`config.mk`:
```
export PLATFORM = sky130hd
export DESIGN_NAME = hrsp_decoder
export DESIGN_NICKNAME = d
export VERILOG_FILES = /design/src/rtl/hrsp_pkg.sv /design/src/rtl/hrsp_rst_sync.sv /design/src/rtl/hrsp_seq.sv /design/src/rtl/hrsp_unpack.sv /design/src/rtl/hrsp_decoder.sv
export SDC_FILE = /design/constraint.sdc
export NUM_CORES = 1
export LEC_CHECK = 0
export ABC_AREA = 1
export CAP_MARGIN = 20
export CELL_PAD_IN_SITES_DETAIL_PLACEMENT = 0
export CELL_PAD_IN_SITES_GLOBAL_PLACEMENT = 2
export CORE_ASPECT_RATIO = 2
export CORE_MARGIN = 5
export CORE_UTILIZATION = 32
export DETAILED_ROUTE_END_ITERATION = 7
export GPL_TIMING_DRIVEN = 0
export PLACE_DENSITY_LB_ADDON = 0.1
export SETUP_SLACK_MARGIN = 0.1
export SLEW_MARGIN = 15
export SYNTH_ARGS = -nofsm -noshare
export SYNTH_HDL_FRONTEND = slang
export SYNTH_SLANG_ARGS = --single-unit
export TNS_END_PERCENT = 10
```
`constraint.sdc`:
```
create_clock -name clk -period 4.2 [get_ports clk]
set_input_delay 0.63 -clock clk [delete_from_list [all_inputs] [get_ports clk]]
set_output_delay 0.63 -clock clk [all_outputs]
set_load 0.01 [all_outputs]
```
`src/rtl/hrsp_pkg.sv`:
```
package hrsp_pkg;
  localparam int DATA_W = 8;
  localparam int PAL_W  = 3;
  localparam int IDX_W  = 5;

  // bit 1: two-bit family, bit 0: alternate mode of the family
  typedef enum logic [1:0] {
    M_FINE1  = 2'b00,
    M_COARSE2 = 2'b01,
    M_COARSE4 = 2'b10,
    M_SHARED = 2'b11
  } hr_mode_e;
endpackage

```
`src/rtl/hrsp_rst_sync.sv`:
```
module hrsp_rst_sync (
  input  logic clk,
  input  logic rst_n,
  output logic rst_n_sync
);
  logic [1:0] sync_q;

  always_ff @(posedge clk or negedge rst_n) begin
    if (!rst_n) sync_q <= 2'b00;
    else        sync_q <= {sync_q[0], 1'b1};
  end

  assign rst_n_sync = sync_q[1];
endmodule

```
`src/rtl/hrsp_seq.sv`:
```
module hrsp_seq #(
  parameter int SLOTS  = 4,
  parameter int BUND_W = 18,
  localparam int CW    = $clog2(SLOTS)
) (
  input  logic              clk,
  input  logic              rst_n,
  input  logic              in_valid,
  input  logic [BUND_W-1:0] in_bund,
  output logic              rdy,
  output logic              busy,
  output logic [CW-1:0]     cnt,
  output logic [BUND_W-1:0] hold
);
  logic              busy_d;
  logic [CW-1:0]     cnt_d;
  logic [BUND_W-1:0] hold_d;
  logic              last, take;

  assign last = busy && (cnt == CW'(SLOTS - 1));
  assign rdy  = !busy || last;
  assign take = in_valid && rdy;

  always_comb begin
    busy_d = busy;
    cnt_d  = cnt;
    hold_d = hold;
    if (take) begin
      busy_d = 1'b1;
      cnt_d  = '0;
      hold_d = in_bund;
    end else if (last) begin
      busy_d = 1'b0;
      cnt_d  = '0;
    end else if (busy) begin
      cnt_d  = cnt + CW'(1);
    end
  end

  always_ff @(posedge clk or negedge rst_n) begin
    if (!rst_n) begin
      busy <= 1'b0;
      cnt  <= '0;
      hold <= '0;
    end else begin
      busy <= busy_d;
      cnt  <= cnt_d;
      hold <= hold_d;
    end
  end
endmodule

```
`src/rtl/hrsp_unpack.sv`:
```
module hrsp_unpack
  import hrsp_pkg::*;
#(
  parameter int DW  = DATA_W,
  parameter int PW  = PAL_W,
  parameter int IW  = IDX_W,
  localparam int SLOTS = DW / 2,
  localparam int NIB   = DW / 2
) (
  input  logic [DW-1:0]               gfx,
  input  logic [PW-1:0]               pal,
  input  logic [1:0]                  mode,
  input  logic [IW-1:0]               bg,
  output logic [SLOTS-1:0]            transp,
  output logic [SLOTS-1:0][IW-1:0]    lidx,
  output logic [SLOTS-1:0][IW-1:0]    ridx
);
  function automatic logic [IW-1:0] to_idx(input logic [PW-1:0] p,
                                           input logic [1:0] c,
                                           input logic [IW-1:0] b);
    if (c == 2'd0) return b;
    return IW'(p) * IW'(3) + IW'(c);
  endfunction

  for (genvar g = 0; g < SLOTS; g++) begin : g_slot
    localparam int HI = DW - 1 - 2 * g;
    localparam int LO = HI - 1;
    localparam int CB = DW - 1 - g;
    localparam int NB = NIB - 1 - g;
    logic [1:0]    cl, cr;
    logic [PW-1:0] pl;

    always_comb begin
      cl = 2'd0;
      cr = 2'd0;
      pl = pal;
      unique case (hr_mode_e'(mode))
        M_FINE1: begin
          cl = {1'b0, gfx[HI]};
          cr = {1'b0, gfx[LO]};
        end
        M_COARSE2: begin
          cl = gfx[CB] ? 2'd2 : 2'd0;
          cr = cl;
          pl = {gfx[NB], pal[PW-2:0]};
        end
        M_COARSE4: begin
          cl = gfx[HI:LO];
          cr = cl;
        end
        M_SHARED: begin
          cl = gfx[HI] ? 2'd2 : 2'd0;
          cr = gfx[LO] ? 2'd1 : 2'd0;
          pl = {pal[PW-1], {(PW-2){1'b0}}, gfx[NB]};
        end
      endcase
    end

    assign transp[g] = (cl == 2'd0) && (cr == 2'd0);
    assign lidx[g]   = transp[g] ? '0 : to_idx(pl, cl, bg);
    assign ridx[g]   = transp[g] ? '0 : to_idx(pl, cr, bg);
  end
endmodule

```
`src/rtl/hrsp_decoder.sv`:
```
module hrsp_decoder
  import hrsp_pkg::*;
#(
  parameter int DW = DATA_W,
  parameter int PW = PAL_W,
  parameter int IW = IDX_W
) (
  input  logic          clk,
  input  logic          rst_n,
  input  logic          in_valid,
  output logic          in_ready,
  input  logic [DW-1:0] in_byte,
  input  logic [PW-1:0] in_pal,
  input  logic [1:0]    in_mode,
  input  logic [IW-1:0] in_bg,
  output logic          out_valid,
  output logic          out_transp,
  output logic [IW-1:0] out_left,
  output logic [IW-1:0] out_right
);
  localparam int SLOTS  = DW / 2;
  localparam int CW     = $clog2(SLOTS);
  localparam int BUND_W = 2 + PW + DW + IW;

  logic                      rst_q, rdy, busy;
  logic [CW-1:0]             cnt;
  logic [BUND_W-1:0]         hold;
  logic [1:0]                h_mode;
  logic [PW-1:0]             h_pal;
  logic [DW-1:0]             h_byte;
  logic [IW-1:0]             h_bg;
  logic [SLOTS-1:0]          transp;
  logic [SLOTS-1:0][IW-1:0]  lidx, ridx;

  hrsp_rst_sync u_rst (
    .clk        (clk),
    .rst_n      (rst_n),
    .rst_n_sync (rst_q)
  );

  hrsp_seq #(.SLOTS(SLOTS), .BUND_W(BUND_W)) u_seq (
    .clk      (clk),
    .rst_n    (rst_q),
    .in_valid (in_valid),
    .in_bund  ({in_mode, in_pal, in_byte, in_bg}),
    .rdy      (rdy),
    .busy     (busy),
    .cnt      (cnt),
    .hold     (hold)
  );

  assign {h_mode, h_pal, h_byte, h_bg} = hold;

  hrsp_unpack #(.DW(DW), .PW(PW), .IW(IW)) u_unpack (
    .gfx    (h_byte),
    .pal    (h_pal),
    .mode   (h_mode),
    .bg     (h_bg),
    .transp (transp),
    .lidx   (lidx),
    .ridx   (ridx)
  );

  assign in_ready   = rdy && rst_q;
  assign out_valid  = busy;
  assign out_transp = busy && transp[cnt];
  assign out_left   = busy ? lidx[cnt] : '0;
  assign out_right  = busy ? ridx[cnt] : '0;
endmodule

```
==> reports/qor.yml <==
outcome:
  status: "completed"
sta:
  slew_violations: 0
  worst_hold_slack_ps: 358
  worst_pin_slew_ps: 872
  min_period_over_period_pct: 99.6
  tns_ps: 0
  max_freq_ghz: 0.239
  rsz0062_at_grt: "true"
  finalClockSkew_ps: 3.34
  setup_viol: 0
  relSlewSlack_pct: 41.9
  hold_viol: 0
  period_minus_slack_ps: 4180
  fin_ws_ps: 17.9
logic_synthesis:
  synth_edf_count: 0
  async_reset_ff_share_pct: 100
  syn_inst: 515
  synth_area_leaders: "dfrtp_1 17%, nand2_1 15%, ha_1 11%"
  ys.warnings.count: 0
  synth_area_um2: 3310
  avgSynthCellArea_um2: 6.44
  synth_top_area_share_pct: 17.4
  ys.flop_type: "dfrtp_1"
  ys_seq_elements: 23
  seq_area_frac_synth_pct: 17.4
  yosysTopAreaCell: "dfrtp_1"
  syn-num-nets: 574
  yosysUniqueCellTypes: 34
worst_setup_path:
  cp-start-kind: "flop"
  arrival_ps: 3550
  worstSetupPathType: "reg2out"
  cp-end-kind: "output port"
  cp_max_fo: 10
  required_ps: 3570
  r2r_setup_slack_ps: 2390
placed_design:
  hpwl_um: 9790
  dp_slack_ps: -143
  dp.cells: 683
  place_congestion: 0.846
  port_buffers: 33
hold_path:
  min-delay-path-class: "reg2async"
cts:
  clk_pin_slew_ps: 60
  htreeDepth: 1
  cts_made_buffers: 3
  clk_latency_ps: 260
  cts_tree: "yes"
  clockBufferDepth: 2
  clock_sinks: 23
  clockRootBuffer: "clkbuf_16"
route:
  drc: 0
  dr.pass1.iters: 4
  drt-total-wl_um: 11500
  wire_per_inst_um: 16.5
  vias_per_cell: 5.01
  drt_iter0_markers: 161
  antenna_left: 0
  num_vias: 3477
die:
  ios: 34
  dieHeight_um: 154
  die_area_um2: 12600
  start_util_pct: 32.7
  core-area_um2: 10100
  die_x_um: 82.0
  rows: 52
layout:
  area_growth_pct: 22.2
  nNetsFinal: 619
  layout-drive-gt1-share_pct: 13.8
  fin_cells: 694
  antenna_cells: 0
global_routing:
  grtUsageTotal_pct: 19.0
  grt_pass1_vias: 3484
  grt_pass1_wl_um: 18100
  antenna_found_initial: 0
  grt_max_degree: 23
  grt_overflow: 0
flow_run:
  max-cap-violations: 0
path summary, 6_finish.rpt:
path                       depth (start not counted)            start         endpoint
max                                               16   u_seq.hold[16]     out_right[2]
min                                                0  u_rst.sync_q[1]    u_seq.hold[2]
max reg2reg                                        7     u_seq.cnt[0]    u_seq.hold[1]
min reg2reg                                        0  u_rst.sync_q[1]    u_seq.hold[2]
max in group asynchronous                          0  u_rst.sync_q[1]   u_seq.hold[16]
min in group clk                                   0  u_rst.sync_q[0]  u_rst.sync_q[1]
area by class of cell:
cell class | instances | area, µm²
well taps | 135 | 169
multi-input cells | 403 | 2420
flip-flops and latches | 23 | 576
fillers | 1190 | 6100
repair buffers | 40 | 403
clock buffers | 3 | 75.1
clock inverters | 1 | 5.00
inverters | 72 | 280
plain buffers | 17 | 120
what timing repair did:
item	CTS	global route
hold buffers	0	0
setup endpoints to repair	8	8
pin swaps	2	0
setup buffers	7	0
gates resized for setup	14	6
kinds of logic (layout without fill, tap and decap cells):
family                   count (synthesis)  after routing  synth area share (%)
XOR/XNOR                                 7              7                  1.85
flip-flops                              23             23                  17.4
AO/OA/AOI/OAI                           87             87                  15.2
multiplexers                             8              8                  2.72
adder cells (fa/ha/maj)                 38             38                  16.2
AND/OR/NAND/NOR                        262            262                  34.7
other                                    1              1                 0.113
buffers and inverters                   89            133                  11.9
critical path: stages, from the launching register on:
cell	delay, ps
dfrtp_1	430
ha_1	230
buf_6	150
inv_4	70
nand2_2	70
nand2_2	130
o21ai_4	90
ha_1	300
inv_1	60
fa_1	470
xor2_1	180
o21ai_0	160
nand2_1	80
nand3_1	110
nand2_1	80
nor2_1	130
clkdlybuf4s50_1	560
registers in the layout (all words and copies together), names as in the netlist:
signal	cells
u_seq.cnt	2
u_seq.busy	1
u_rst.sync_q	2
u_seq.hold	18
synthesized netlist by cell type (6+ instances only):
| cell type | count |
|---|---|
| nand2_1 | 131 |
| inv_1 | 62 |
| nor2_1 | 54 |
| nand3_1 | 52 |
| a21oi_1 | 32 |
| ha_1 | 30 |
| dfrtp_1 | 23 |
| o21ai_0 | 23 |
| o21ai_1 | 11 |
| inv_2 | 9 |
| nand2_2 | 9 |
| fa_1 | 8 |
| mux2_2 | 8 |
| o21ai_2 | 8 |
| buf_6 | 6 |
| nand3_2 | 6 |
layer usage:
layer | track usage, % | vias up | wire length (µm)
li1 | - | 1752 | -
met1 | 19.8 | 1605 | 4080
met4 | 8.80 | 0 | 567
met2 | 37.0 | 91 | 6380
met3 | 0.703 | 29 | 427
met5 | 0 | - | 0
metrics by stage:
stage | cell area [µm²] | util (%)
finish | 4050 | 39.9
floorplan | 3310 | -
detailed placement | 3810 | 37.6
CTS | 4030 | 39.7
global route | 4050 | 39.9
global placement | 3810 | 37.6
cell usage in the layout (no fill, tap or decap), types with 6 or more instances in the layout:
| cell type | n |
|---|---|
| a21oi_1 | 32 |
| buf_4 | 8 |
| buf_6 | 6 |
| clkdlybuf4s50_1 | 30 |
| dfrtp_1 | 23 |
| fa_1 | 7 |
| ha_1 | 26 |
| inv_1 | 62 |
| inv_2 | 8 |
| mux2_2 | 8 |
| nand2_1 | 129 |
| nand2_2 | 10 |
| nand3_1 | 52 |
| nand3_2 | 6 |
| nor2_1 | 54 |
| o21ai_0 | 21 |
| o21ai_1 | 11 |
| o21ai_2 | 9 |
Power is left out: the tool's default activity adds up to more than one toggle a clock period on the data nets, which glitch-free logic cannot reach.
